`src/rtl/ubg_pkg.sv`:
```
// Package: shared constants and types for the UART bit-timing generator.
// Assumes a packed divisor word whose field positions are fixed by software.
package ubg_pkg;
    localparam int DIV_LSB = 0;   // baud divisor field low bit
    localparam int PRE_LSB = 16;  // predivider field low bit

    typedef enum logic {
        BRK_IDLE = 1'b0,
        BRK_RUN  = 1'b1
    } brk_state_e;
endpackage

```
`src/rtl/ubg_stage.sv`:
```
// Module: one wrap-around counter stage of the divider chain.
// It counts enable pulses from 0 up to LIMIT and emits a wrap strobe on the
// pulse where it returns to 0. It assumes LIMIT changes only while the count is 0.
module ubg_stage #(
    parameter int W = 4
) (
    input  logic         clk,
    input  logic         rst_n,
    input  logic         en,
    input  logic [W-1:0] limit,
    output logic         wrap
);
    logic [W-1:0] cnt;

    // Strobe on the enabled pulse that closes a full count.
    assign wrap = en && (cnt >= limit);

    // Advance the count on each enable and wrap to zero at the limit.
    always_ff @(posedge clk) begin
        if (!rst_n) begin
            cnt <= '0;
        end else if (en) begin
            cnt <= (cnt >= limit) ? '0 : cnt + 1'b1;
        end
    end
endmodule

```
`src/rtl/ubg_break.sv`:
```
// Module: break-duration timer.
// It holds a length in bit periods. On a request while idle it runs for that
// many bit strobes, then emits a one-cycle done strobe. Requests made while it
// runs are ignored. A length of zero runs for one bit strobe.
module ubg_break
    import ubg_pkg::*;
#(
    parameter int BRK_W = 16
) (
    input  logic             clk,
    input  logic             rst_n,
    input  logic             len_wr,
    input  logic [BRK_W-1:0] len_wdata,
    input  logic             req,
    input  logic             bit_tick,
    output logic             active,
    output logic             done
);
    brk_state_e       state;
    logic [BRK_W-1:0] len_q;
    logic [BRK_W-1:0] remain;

    assign active = (state == BRK_RUN);

    // Hold the programmed break length.
    always_ff @(posedge clk) begin
        if (!rst_n) begin
            len_q <= '0;
        end else if (len_wr) begin
            len_q <= len_wdata;
        end
    end

    // Run the break over the programmed number of bit strobes and flag its end.
    always_ff @(posedge clk) begin
        if (!rst_n) begin
            state  <= BRK_IDLE;
            remain <= '0;
            done   <= 1'b0;
        end else begin
            done <= 1'b0;
            if (state == BRK_IDLE) begin
                if (req) begin
                    state  <= BRK_RUN;
                    remain <= (len_q == '0) ? BRK_W'(1) : len_q;
                end
            end else if (bit_tick) begin
                if (remain <= BRK_W'(1)) begin
                    state <= BRK_IDLE;
                    done  <= 1'b1;
                end else begin
                    remain <= remain - 1'b1;
                end
            end
        end
    end
endmodule

```
`src/rtl/uart_baud_gen.sv`:
```
// Module: UART bit-timing generator (top).
// The chain is predivider -> baud divisor -> fixed oversampling count. A
// packed divisor write is held as pending, with busy raised, and applied at
// the next bit boundary. There every counter is at zero, so no running bit
// period is shortened. It also hosts the break timer, which counts bit strobes.
module uart_baud_gen
    import ubg_pkg::*;
#(
    parameter int DIV_W = 10,
    parameter int PRE_W = 4,
    parameter int OVS   = 13,
    parameter int REG_W = 32,
    parameter int BRK_W = 16
) (
    input  logic             clk,
    input  logic             rst_n,
    input  logic             div_wr,
    input  logic [REG_W-1:0] div_wdata,
    output logic             div_busy,
    input  logic             brk_len_wr,
    input  logic [BRK_W-1:0] brk_len_wdata,
    input  logic             brk_req,
    output logic             brk_active,
    output logic             brk_done,
    output logic             tx_break_low,
    output logic             os_tick,
    output logic             bit_tick
);
    localparam int OVS_W = (OVS > 1) ? $clog2(OVS) : 1;
    localparam logic [OVS_W-1:0] OVS_LIM = OVS_W'(OVS - 1);

    logic [PRE_W-1:0] pre_act, pre_pend;
    logic [DIV_W-1:0] div_act, div_pend;
    logic             busy_q;
    logic             pre_en;

    assign div_busy = busy_q;

    // Capture a write while idle, and apply the pending value at a bit boundary.
    always_ff @(posedge clk) begin
        if (!rst_n) begin
            pre_act  <= '0;
            div_act  <= '0;
            pre_pend <= '0;
            div_pend <= '0;
            busy_q   <= 1'b0;
        end else if (busy_q) begin
            if (bit_tick) begin
                pre_act <= pre_pend;
                div_act <= div_pend;
                busy_q  <= 1'b0;
            end
        end else if (div_wr) begin
            pre_pend <= div_wdata[PRE_LSB +: PRE_W];
            div_pend <= div_wdata[DIV_LSB +: DIV_W];
            busy_q   <= 1'b1;
        end
    end

    ubg_stage #(.W(PRE_W)) u_pre (
        .clk(clk), .rst_n(rst_n), .en(1'b1), .limit(pre_act), .wrap(pre_en)
    );

    ubg_stage #(.W(DIV_W)) u_div (
        .clk(clk), .rst_n(rst_n), .en(pre_en), .limit(div_act), .wrap(os_tick)
    );

    ubg_stage #(.W(OVS_W)) u_ovs (
        .clk(clk), .rst_n(rst_n), .en(os_tick), .limit(OVS_LIM), .wrap(bit_tick)
    );

    ubg_break #(.BRK_W(BRK_W)) u_brk (
        .clk(clk), .rst_n(rst_n),
        .len_wr(brk_len_wr), .len_wdata(brk_len_wdata),
        .req(brk_req), .bit_tick(bit_tick),
        .active(brk_active), .done(brk_done)
    );

    // Drive the transmit line low for the whole break.
    assign tx_break_low = brk_active;
endmodule

```
`config.mk`:
```
export PLATFORM = sky130hd
export DESIGN_NAME = uart_baud_gen
export DESIGN_NICKNAME = d
export VERILOG_FILES = /design/src/rtl/ubg_pkg.sv /design/src/rtl/ubg_stage.sv /design/src/rtl/ubg_break.sv /design/src/rtl/uart_baud_gen.sv
export SDC_FILE = /design/constraint.sdc
export NUM_CORES = 1
export LEC_CHECK = 0
export BUFFER_PORTS_ARGS = -buffer_cell sky130_fd_sc_hd__buf_4
export CAP_MARGIN = 20
export CORE_AREA = 2 2 89 91
export DETAILED_ROUTE_END_ITERATION = 16
export DIE_AREA = 0 0 91 93
export PLACE_DENSITY = 0.8
export SYNTH_ARGS = -nofsm -noshare
export SYNTH_HDL_FRONTEND = slang
export SYNTH_SLANG_ARGS = --single-unit
```
`constraint.sdc`:
```
create_clock -name clk -period 3.2 [get_ports clk]
set_input_delay 0 -clock clk [delete_from_list [all_inputs] [get_ports clk]]
set_output_delay 0 -clock clk [all_outputs]
set_load 0.02 [all_outputs]
```
## Yosys cells after proc, flatten, opt, wreduce, memory -nomap -nowiden

Index checks and enable logic that the tools add are counted.
W data, S select, Z words.

- RAM bits: 0
- Bits in latches: 0
- Input port bits: 53
- ROM bits: 0
- Word-level logic and storage cells: 48
- Output and inout port bits: 6
- Register bits: 81
- Memories kept: 0

- Mux-type cells: 15
- Bitwise gates (word level): 2
- Equal/unequal tests: 2
- Magnitude comparators: 4
- Divide/modulo/power cells: 0
- $add $sub $neg: 4
- Reductions and logical operators: 9
- Multipliers: 0
- Shifts and indexed selects: 0

Operator list:

| cell | count |
|---|---|
| $mux W16 | 5 |
| $le A16 B1 Y1 const B | 1 |
| $logic_not A16 Y1 | 1 |
| $sub A16 B1 Y16 const B | 1 |
| $add A10 B1 Y10 const B | 1 |
| $ge A10 B10 Y1 | 1 |
| $mux W10 | 1 |
| $add A4 B1 Y4 const B | 2 |
| $mux W1 | 8 |
| $reduce_and A3 Y1 | 2 |
| $ge A4 B4 Y1 | 1 |
| $ge A4 B4 Y1 const B | 1 |
| $mux W4 | 1 |
| $ne A2 B2 Y1 const B | 2 |
| $reduce_and A2 Y1 | 2 |
| $logic_and A1 B1 Y1 | 2 |
| $not A1 Y1 | 2 |
| $reduce_bool A2 Y1 | 1 |
| $reduce_or A2 Y1 | 1 |

## Longest topological paths before layout

Gate-level depths: netlist (run 1).

- Depth after elaboration: 5
- Mapped depth: 11

## Hierarchy

A second synthesis (run 1) with hierarchy kept.

- Cell total of the unflattened synthesis: 485
- Area, all modules: 4,346.7 sq um

Modules (own cells, without submodules):

| module | seq. area each (sq um) | area each (sq um) | cells an instance | instances |
|---|---|---|---|---|
| ubg_break | 680.7 | 1,856.8 | 211 | 1 |
| uart_baud_gen | 580.6 | 1,141.1 | 115 | 1 |
| ubg_stage at u_div | 200.2 | 700.7 | 87 | 1 |
| ubg_stage at u_ovs ... | 80.1 | 324.1 | 36 | 2 |

## Worst setup path after synthesis (run 1)

No wires, ideal clock.

- Path type: flip-flop to flip-flop
- Start: reg u_div.cnt[0]
- End: reg u_ovs.cnt[1]
- Cell stages (with the launch flop): 12
- Setup time: 0.128 ns
- Arrival time: 2.309 ns
- Path buffers: 1
- Period minus slack after synthesis: 2.437 ns
- Path slack: 0.763 ns
- Path through: dfxtp_1 -> inv_1 -> ha_1 -> nand2b_1 -> a211oi_1 -> nor3_1 -> o41ai_2 -> clkbuf_1 -> inv_1 -> and3_1 -> a21oi_1 -> nor2_1

- Cells in the longest elaborated chain, start to end: 2

Ends and longest elaborated chain:

| element | line | source |
|---|---|---|
| start: declaration | ubg_stage.sv:13 | `logic [W-1:0] cnt;` |
| start signal: assignment | ubg_stage.sv:23 | `cnt <= (cnt >= limit) ? '0 : cnt + 1'b1;` |
| $ge A10 B10 Y1 | ubg_stage.sv:16 | `assign wrap = en && (cnt >= limit);` |
| $logic_and A1 B1 Y1 | ubg_stage.sv:16 |  |
| via os_tick | uart_baud_gen.sv:26 | `output logic os_tick,` |
| end signal: assignment | ubg_stage.sv:23 |  |
| end: declaration | ubg_stage.sv:13 |  |

The timed path passes the listed nets, and every way through them passes these cells.
A chain may end at the register's enable or synchronous reset.

## Worst setup path in the final report (run 1)

- Start: reg u_div.cnt[0]
- End: reg div_act[6]

- Cells in the longest elaborated chain, start to end: 4

Ends and longest elaborated chain:

| element | line | source |
|---|---|---|
| $ge A10 B10 Y1 | ubg_stage.sv:16 |  |
| $logic_and A1 B1 Y1 (2 in series) | ubg_stage.sv:16 |  |
| $reduce_and A2 Y1 (no source line) | n/a |  |
| end signal: assignment | uart_baud_gen.sv:50 | `div_act <= div_pend;` |
| end: declaration | uart_baud_gen.sv:33 | `logic [DIV_W-1:0] div_act, div_pend;` |

Every way passes these cells.

==> impl_metrics.tcl, run 1 <==
set metrics [dict create \
    min_to "u_brk.len_q[1]" \
    portBuffers 40 \
    place_inst 584 \
    layout.nets 600 \
    floorplan.initialDensity 0.5188 \
    htree_levels 3 \
    grt_usage 0.2225 \
    drv_cap 0 \
    period_needed_ns 2.567 \
    clock_skew_ns 0.01448 \
    grt_max_degree 36 \
    end_kind "flop" \
    holdWs_ns 0.09391 \
    clkSinkCount 81 \
    timing.rr.end "div_act[6]" \
    critical_path_class "flop to flop" \
    antenna_found_initial 0 \
    hold_violations 0 \
    tns_ns 0 \
    dr.pass1.iters 4 \
    outcome "finished clean" \
    place_area_sq_um 4252 \
    synth_ff_type "dfxtp_1" \
    grt_overflow_total 0 \
    tightestPinTransition_ns 0.7595 \
    n_antenna_cell 0 \
    cts_resized 0 \
    dp_hpwl_microns 6007 \
    yosys_register_bits 81 \
    core_sq_um 7527 \
    final_cells 635 \
    powerDensity_nw_per_um2 439.1 \
    fmax_mhz 389.6 \
    routed_wl_microns 9004 \
    num_io_pins 59 \
    drt_iter0_drc 179 \
    clk_latency_ns 0.36 \
    syn_nets 532 \
    cts-buffers-inserted 9 \
    worstReg2RegStart "u_div.cnt[0]" \
    drive_above_1_share 0.1388 \
    syn_area_per_cell_sq_um 8.489 \
    finalSetupViolCount 0 \
    final_max_slew_viol_count 0 \
    final_core_util 0.6355 \
    die_h_microns 93 \
    post_cts_buffers 0 \
    arrival_ns 2.78 \
    syn_to_final_growth_pct 22.49 \
    drtAntennaViolNets 0 \
    hold_path_startpoint "brk_len_wr" \
    peakVddDrop_mv 0.3097 \
    wl_per_cell_microns 14.18 \
    synthCells 460 \
    yosysWarnings 0 \
    fin_crit_sh 0.8021 \
    async_flop_share 0 \
    rows 32 \
    cts-root-buf "clkbuf_8" \
    synth_cell_types 58 \
    reg2reg_slack_ns 0.63 \
    yosysSeqAreaShare 0.4153 \
    hold_depth 3 \
    worstRegToRegCells 11 \
    min_path_type "input port to flop" \
    syn_area_sq_um 3905 \
    via_count 3397 \
    hold_buffers 34 \
    gp_congestion 0.8686 \
    dp_slack_ns 0.6378 \
    maxSlewHeadroom 0.4931 \
    required_ns 3.41 \
    final_cell_area_sq_um 4783 \
    cts_tree "yes" \
    grt_pass1_wl_microns 15260 \
    rsz0062_at_grt "no" \
    remaining_drc_errors 0 \
    start_kind "flop" \
    via_per_inst 5.350 \
    fillers 644 \
    clock_path_buffers 2 \
    p_leak_nw 2.046 \
    die_w_microns 91 \
    total_power_mw 2.101 \
    crit_fanout 15 \
    setup_ws_ns 0.6333 \
    die_area_sq_um 8463 \
    synth_edf_count 0 \
    grt_pass1_vias 3218 \
    clk_pin_slew_worst_paths_ns 0.09 \
]
[routing by layer]
metal,vias to the layer above,GRT usage,share of wire
met4,0,0.06313,0.012
met2,84,0.3796,0.50
met1,1586,0.2916,0.45
li1,1716,-,-
met3,11,0.03787,0.043
met5,-,0,0
[power breakdown]
part           switching (mW)  total, mW  internal [mW]  leakage, nW
Sequential             0.0380       1.08           1.05        0.661
Clock                   0.412      0.707          0.295       0.0848
Combinational           0.158      0.308          0.150         1.30
Total                   0.608       2.10           1.49         2.05
[area by class of cell]
| type | count | area (sq um) | area share |
|---|---|---|---|
| multi-input combinational | 330 | 2067 | 0.4321 |
| sequential | 81 | 1622 | 0.3390 |
| timing repair buffer | 80 | 685.7 | 0.1433 |
| tap | 102 | 127.6 | 0.02668 |
| clock buffer | 9 | 123.9 | 0.02590 |
| inverter | 26 | 97.59 | 0.02040 |
| clock inverter | 7 | 60.06 | 0.01256 |
[how the worst max path moves through the flow]
stage                   end  slack, ns  cells past startpoint          from
3_3_place_gp     pre_act[0]       0.71                     11  u_div.cnt[0]
4_1_cts          pre_act[0]       0.60                     11  u_div.cnt[0]
6_report         div_act[6]       0.63                     11  u_div.cnt[0]
2_1_floorplan  u_ovs.cnt[1]       0.76                     11  u_div.cnt[0]
3_5_place_dp     pre_act[0]       0.64                     11  u_div.cnt[0]
5_1_grt          pre_act[0]       0.45                     11  u_div.cnt[0]
[cell usage after synthesis, drive strengths merged, types with 4 or more instances]
| library cell | count | share of area |
|---|---|---|
| dfxtp | 81 | 0.42 |
| nor2 | 72 | 0.069 |
| nand2 | 61 | 0.059 |
| mux2i | 36 | 0.092 |
| a21oi | 27 | 0.036 |
| inv | 26 | 0.025 |
| ha | 19 | 0.061 |
| o21ai | 19 | 0.025 |
| clkbuf | 17 | 0.016 |
| nand3 | 11 | 0.014 |
| xor2 | 11 | 0.025 |
| nor3 | 7 | 0.0090 |
| nor4 | 7 | 0.013 |
| buf | 6 | 0.014 |
| and3 | 5 | 0.0080 |
| xnor2 | 5 | 0.011 |
| a311oi | 4 | 0.014 |
| a31oi | 4 | 0.0064 |
[cells in the final DEF (no fill, tap or decap), drive strengths merged, types with 3 or more instances in the layout]
master and instances:
clkinvlp 3, xor2 11, and3 5, nand4 3, ha 19, inv 30, a311oi 4, nor4 7
nor3 7, or2 3, nor2b 3, buf 46, nor2 72, a21oi 27, dfxtp 81, mux2i 36
nand2 61, dlygate4sd3 34, or3 3, clkbuf 9, xnor2 5, o21ai 19, nand3 11, a31oi 4
[state kept, by name, summed over array words and instances, names as in the netlist]
register and flops:
u_brk.remain 16, u_ovs.cnt 4, u_pre.cnt 4, u_div.cnt 10, u_brk.active 1, div_pend 10
pre_pend 4, div_busy 1, pre_act 4, div_act 10, u_brk.len_q 16, u_brk.done 1
[kinds of logic (layout without fill, tap and decap cells)]
logic type / Yosys count / after routing / share of synthesized area
AOI/OAI and AO/OA: 74 / 74 / 0.1256
xor gates and xnor gates: 16 / 16 / 0.03588
adders and majority gates: 19 / 19 / 0.06088
buffers and inverters: 49 / 122 / 0.05543
DFF: 81 / 81 / 0.4153
muxes: 37 / 37 / 0.09516
and+or+nand+nor: 184 / 184 / 0.2118
[worst max-delay path, cell delays in order, from the launching register on]
cell and delay (ns):
dfxtp_1 0.42, inv_1 0.06, ha_1 0.26, nand2b_1 0.15, a211oi_1 0.24, nor3_1 0.08
o41ai_2 0.29, buf_4 0.23, or3_1 0.12, buf_4 0.27, mux2i_1 0.24, nor2_1 0.05
Power figures use the tool's default switching activity.
==> inputs of run 2 (changes only) <==
==> constraint.sdc (replaced) <==
create_clock -name clk -period 2.49 [get_ports clk]
set_input_delay 0 -clock clk [delete_from_list [all_inputs] [get_ports clk]]
set_output_delay 0 -clock clk [all_outputs]
set_load 0.02 [all_outputs]
==> run 2 against run 1 <==
  * Power increased by 33%
  * Global-route usage fell by 0.13 points
  * Clock power rose by 40%
  * Highest routed layer unchanged
  * Clock skew shrank 0.0044 ns
  * Register-to-register slack worse by 0.58 ns
  * Maximum frequency is 5.2% higher
  * Sequential cell count stayed put
  * Cell count increased by 1.6%
  * Worst setup slack got worse by 0.58 ns
  * Sequential power increased by 30%
  * Utilization up 2.2 points
==> impl_metrics.tcl, run 2 (synthesis results as in run 1) <==
set metrics [dict create \
    wl_per_cell_microns 14.81 \
    cts-buffers-inserted 9 \
    grt_pass1_wl_microns 15300 \
    drt_iter0_drc 177 \
    powerDensity_nw_per_um2 563.9 \
    clk_pin_slew_worst_paths_ns 0.09 \
    holdWs_ns 0.1017 \
    final_max_slew_viol_count 0 \
    routed_wl_microns 9550 \
    layout.nets 610 \
    hold_violations 0 \
    worstRegToRegCells 10 \
    tightestPinTransition_ns 0.6012 \
    worstReg2RegStart "u_div.cnt[3]" \
    end_kind "flop" \
    antenna_found_initial 0 \
    critical_path_class "flop to flop" \
    die_w_microns 91 \
    grt_max_degree 34 \
    dr.pass1.iters 4 \
    hold_depth 3 \
    required_ns 2.72 \
    clock_path_buffers 2 \
    rsz0062_at_grt "yes" \
    drtAntennaViolNets 0 \
    n_antenna_cell 0 \
    period_needed_ns 2.440 \
    core_sq_um 7527 \
    grt_overflow_total 0 \
    num_io_pins 59 \
    die_area_sq_um 8463 \
    fin_crit_sh 0.9801 \
    via_count 3515 \
    rows 32 \
    fillers 633 \
    crit_fanout 8 \
    clkSinkCount 81 \
    drv_cap 0 \
    start_kind "flop" \
    p_leak_nw 2.143 \
    final_core_util 0.6574 \
    min_path_type "input port to flop" \
    gp_congestion 0.8163 \
    remaining_drc_errors 0 \
    cts_tree "yes" \
    drive_above_1_share 0.1657 \
    die_h_microns 93 \
    place_area_sq_um 4309 \
    grt_pass1_vias 3358 \
    largestRegisters "u_brk.len_q: 16 flops, u_brk.remain: 16 flops" \
    arrival_ns 2.67 \
    floorplan.initialDensity 0.5188 \
    regArea_sq_um 1623 \
    maxSlewHeadroom 0.5955 \
    multi_input_area_sq_um 2101 \
    cts-root-buf "clkbuf_8" \
    fmax_mhz 409.8 \
    syn_to_final_growth_pct 26.72 \
    cp-startpoint "u_div.cnt[3]" \
    peakVddDrop_mv 0.3860 \
    portBuffers 40 \
    final_cell_mix "dfxtp_1 (80), nor2_1 (72), nand2_1 (61), buf_4 (52), mux2i_1 (35)" \
    grt_usage 0.2213 \
    final_cell_area_sq_um 4949 \
    htree_levels 3 \
    via_per_inst 5.450 \
    outcome "finished clean" \
    dp_hpwl_microns 6191 \
    clock_skew_ns 0.01009 \
    hold_path_startpoint "brk_len_wr" \
    final_common_cell "dfxtp_1" \
    clk_latency_ns 0.35 \
    finalSetupViolCount 0 \
]
## run 2: changes by cell type in the layout (fill, tap and decap cells not counted), moves of 2 or more
cell,delta
inv_6,-3
clkinvlp_4,-2
clkbuf_8,+2
buf_4,+6
## run 2: final cells by class
class / count / area share
Clock buffer: 12 / 0.03135
Clock inverter: 4 / 0.01037
Inverter: 26 / 0.01972
Multi-Input combinational cell: 330 / 0.4245
Sequential cell: 81 / 0.3279
Tap cell: 102 / 0.02579
Timing Repair Buffer: 90 / 0.1603
## run 2: through the flow
step / total power [mW] / cells / setup TNS, ns / worst slack, ns
after global placement: 1.760 / 590 / 0 / 0.1211
after CTS: 2.793 / 639 / 0 / 0.09631
after floorplan: 1.661 / 460 / 0 / 0.05313
after detailed placement: 1.775 / 590 / 0 / 0.1120
after global routing: 2.905 / 645 / -1.636 / -0.09177
final: 2.790 / 645 / 0 / 0.04961
## run 2: power by group
group / switching, mW / internal, mW / total, mW / leakage (nW)
logic: 0.209 / 0.197 / 0.407 / 1.38
clock network: 0.470 / 0.519 / 0.989 / 0.103
registers: 0.0498 / 1.35 / 1.40 / 0.661
## run 2: per-layer routing
metal | GRT usage | vias up | share of wire
met4 | 0.08207 | 0 | 0.018
met3 | 0.03707 | 18 | 0.048
met2 | 0.3901 | 116 | 0.50
li1 | - | 1731 | -
met5 | 0 | - | 0
met1 | 0.2722 | 1650 | 0.43
## run 2: worst max-delay path, cell delays in order, from the launching register on
cell,delay (ns)
dfxtp_1,0.44
ha_1,0.29
a21o_1,0.16
a21oi_1,0.24
nor3b_2,0.09
o41ai_2,0.28
buf_4,0.22
or3_4,0.17
buf_12,0.14
mux2i_2,0.22
nor2_1,0.07
## run 2: final timing paths
check              endpoint  slack, ns
max reg2reg      div_act[8]       0.05
min reg2reg     pre_pend[0]       0.46
min          u_brk.len_q[4]       0.10
max              div_act[8]       0.05
## run 2: timing repair
item	4_1_cts	5_1_grt
hold buffers	33	0
endpoints found under the setup margin	0	21
resized for setup	0	8
buffers inserted	0	3
hold endpoints to repair	36	0
==> inputs of run 3 (changes only) <==
--- a/config.mk
+++ b/config.mk
@@ -7,9 +7,9 @@
 export LEC_CHECK = 0
 export BUFFER_PORTS_ARGS = -buffer_cell sky130_fd_sc_hd__buf_4
 export CAP_MARGIN = 20
-export CORE_AREA = 2 2 89 91
+export CORE_AREA = 2 2 80 101
 export DETAILED_ROUTE_END_ITERATION = 16
-export DIE_AREA = 0 0 91 93
+export DIE_AREA = 0 0 82 103
 export PLACE_DENSITY = 0.8
 export SYNTH_ARGS = -nofsm -noshare
 export SYNTH_HDL_FRONTEND = slang
==> run 3 against run 2 <==
  * Register-to-register slack better by 0.13 ns
  * Via count is 1.7% lower
  * Worst setup slack better by 0.10 ns
  * Critical endpoint is now os_tick
==> impl_metrics.tcl, run 3 (synthesis results as in run 1) <==
set metrics [dict create \
    outcome "finished clean" \
    p_seq_frac 0.514 \
    path_buf_inv 5 \
    drtAntennaViolNets 0 \
    wl_per_cell_microns 14.62 \
    floorplan.initialDensity 0.5160 \
    cts-root-buf "clkbuf_8" \
    cp_cell_sequence "inv_1, ha_1, a21o_1, a21oi_1, nor3b_2, o41ai_2, buf_4, buf_4, inv_1, buf_4" \
    cts-buffers-inserted 9 \
    required_ns 2.49 \
    pwr-share-comb 0.149 \
    portBuffers 40 \
    clock_skew_ns 0.01144 \
    remaining_drc_errors 0 \
    dp_hpwl_microns 6292 \
    fin_crit_sh 0.9399 \
    powerDensity_nw_per_um2 554.7 \
    worstRegToRegCells 11 \
    cts_tree "yes" \
    largestRegisters "u_brk.len_q: 16 flops, u_brk.remain: 16 flops" \
    clk_pin_slew_worst_paths_ns 0.09 \
    htree_levels 3 \
    dr.pass1.iters 4 \
    clkSinkCount 81 \
    period_needed_ns 2.340 \
    crit_cells 10 \
    internal_power_mw 1.943 \
    die_h_microns 103 \
    antenna_found_initial 0 \
    power_frac_clock 0.336 \
    fillers 603 \
    grt_max_degree 38 \
    grt_pass1_vias 3498 \
    fmax_mhz 427.3 \
    routed_wl_microns 9296 \
    drt_iter0_drc 229 \
    peakVddDrop_mv 0.3517 \
    hold_depth 3 \
    clock_path_buffers 2 \
    crit_fanout 10 \
    gp_congestion 0.8852 \
    grt_usage 0.2315 \
    start_kind "flop" \
    end_kind "output port" \
    n_antenna_cell 0 \
    tns_ns 0 \
    finalSetupViolCount 0 \
    critPathTopFamily "buffers and inverters" \
    drive_above_1_share 0.1590 \
    core_sq_um 7567 \
    grt_pass1_wl_microns 15150 \
    final_cell_mix "dfxtp_1 (81), nor2_1 (72), nand2_1 (61), buf_4 (53), mux2i_1 (36)" \
    final_max_slew_viol_count 0 \
    max_stage_delay_ns 0.37 \
    crit_top_cell "buf_4" \
    rsz0062_at_grt "no" \
    die_area_sq_um 8446 \
    final_common_cell "dfxtp_1" \
    clk_latency_ns 0.36 \
    num_io_pins 59 \
    crit_slowest_cell "dfxtp_1" \
    via_per_inst 5.434 \
    p_leak_nw 2.110 \
    min_path_type "input port to flop" \
    sw_frac_of_total 0.2838 \
    hold_violations 0 \
    critical_path_class "flop to output port" \
    grt_overflow_total 0 \
    multi_input_area_sq_um 2098 \
    drv_cap 0 \
    arrival_ns 2.34 \
    maxSlewHeadroom 0.5143 \
    rows 36 \
    final_core_util 0.6465 \
    p_sw_uw 770.1 \
    regArea_sq_um 1622 \
    die_w_microns 82 \
    via_count 3456 \
    layout.nets 608 \
    syn_to_final_growth_pct 25.28 \
    tightestPinTransition_ns 0.7278 \
]
==> run 3: worst paths after layout <==
kind	startpoint	to	slack [ns]
worst min-delay path	brk_len_wr	u_brk.len_q[13]	0.09
worst max register to register	div_act[3]	u_brk.remain[8]	0.18
worst min register to register	div_pend[7]	div_pend[7]	0.46
worst max-delay path	div_act[3]	os_tick	0.15
==> run 3: power groups by stage <==
| stage | clock network, mW | registers [mW] | logic [mW] |
|---|---|---|---|
| final | 0.913 | 1.40 | 0.405 |
| after CTS | 0.923 | 1.39 | 0.398 |
| after global routing | 0.977 | 1.40 | 0.450 |
| after detailed placement | 0 | 1.42 | 0.356 |
| after global placement | 0 | 1.42 | 0.344 |
| after floorplan | 0 | 1.41 | 0.249 |
==> run 3: worst reg2reg max path: stages (launching register included) <==
cell,delay [ns]
dfxtp_1,0.37
inv_1,0.06
ha_1,0.32
a21o_1,0.16
a21oi_1,0.19
nor3b_2,0.08
o41ai_2,0.20
buf_4,0.19
buf_4,0.16
or2_4,0.20
nor2_1,0.08
a311oi_2,0.23
==> run 3: stage by stage <==
stage / total power [mW] / area [sq um] / hold slack [ns] / std cells / setup WS (ns)
2_1_floorplan: 1.661 / 3905 / 0.1360 / 460 / 0.05313
3_3_place_gp: 1.764 / 4305 / 0.2325 / 582 / 0.1326
3_5_place_dp: 1.779 / 4305 / 0.2429 / 582 / 0.05549
4_1_cts: 2.714 / 4831 / 0.08790 / 632 / 0.02985
5_1_grt: 2.830 / 4892 / 0.08684 / 636 / 0.03760
6_report: 2.713 / 4892 / 0.08949 / 636 / 0.1497
==> run 3: per-layer routing <==
metal,global-route usage,part of all wire,up-vias,wire length [microns]
met5,0,0,-,0
met2,0.4228,0.55,82,5140
li1,-,-,1724,-
met3,0.03678,0.036,17,333
met4,0.1128,0.025,0,234
met1,0.2567,0.39,1633,3587
==> run 3: layout make-up <==
type	instances	area share
clock inverters	6	0.01023
flip-flops and latches	81	0.3315
clock buffers	10	0.02813
repair buffers	88	0.1570
multi-input cells	330	0.4289
inverters	26	0.01995
well taps	95	0.02430
==> run 3: repair_timing <==
| action | CTS | global route |
|---|---|---|
| pin swaps | 1 | 3 |
| cloned | 0 | 0 |
| buffers inserted | 1 | 4 |
| hold buffers | 33 | 0 |
| gates resized for setup | 0 | 5 |
| endpoints found under the setup margin | 3 | 28 |
| hold endpoints to repair | 33 | 0 |
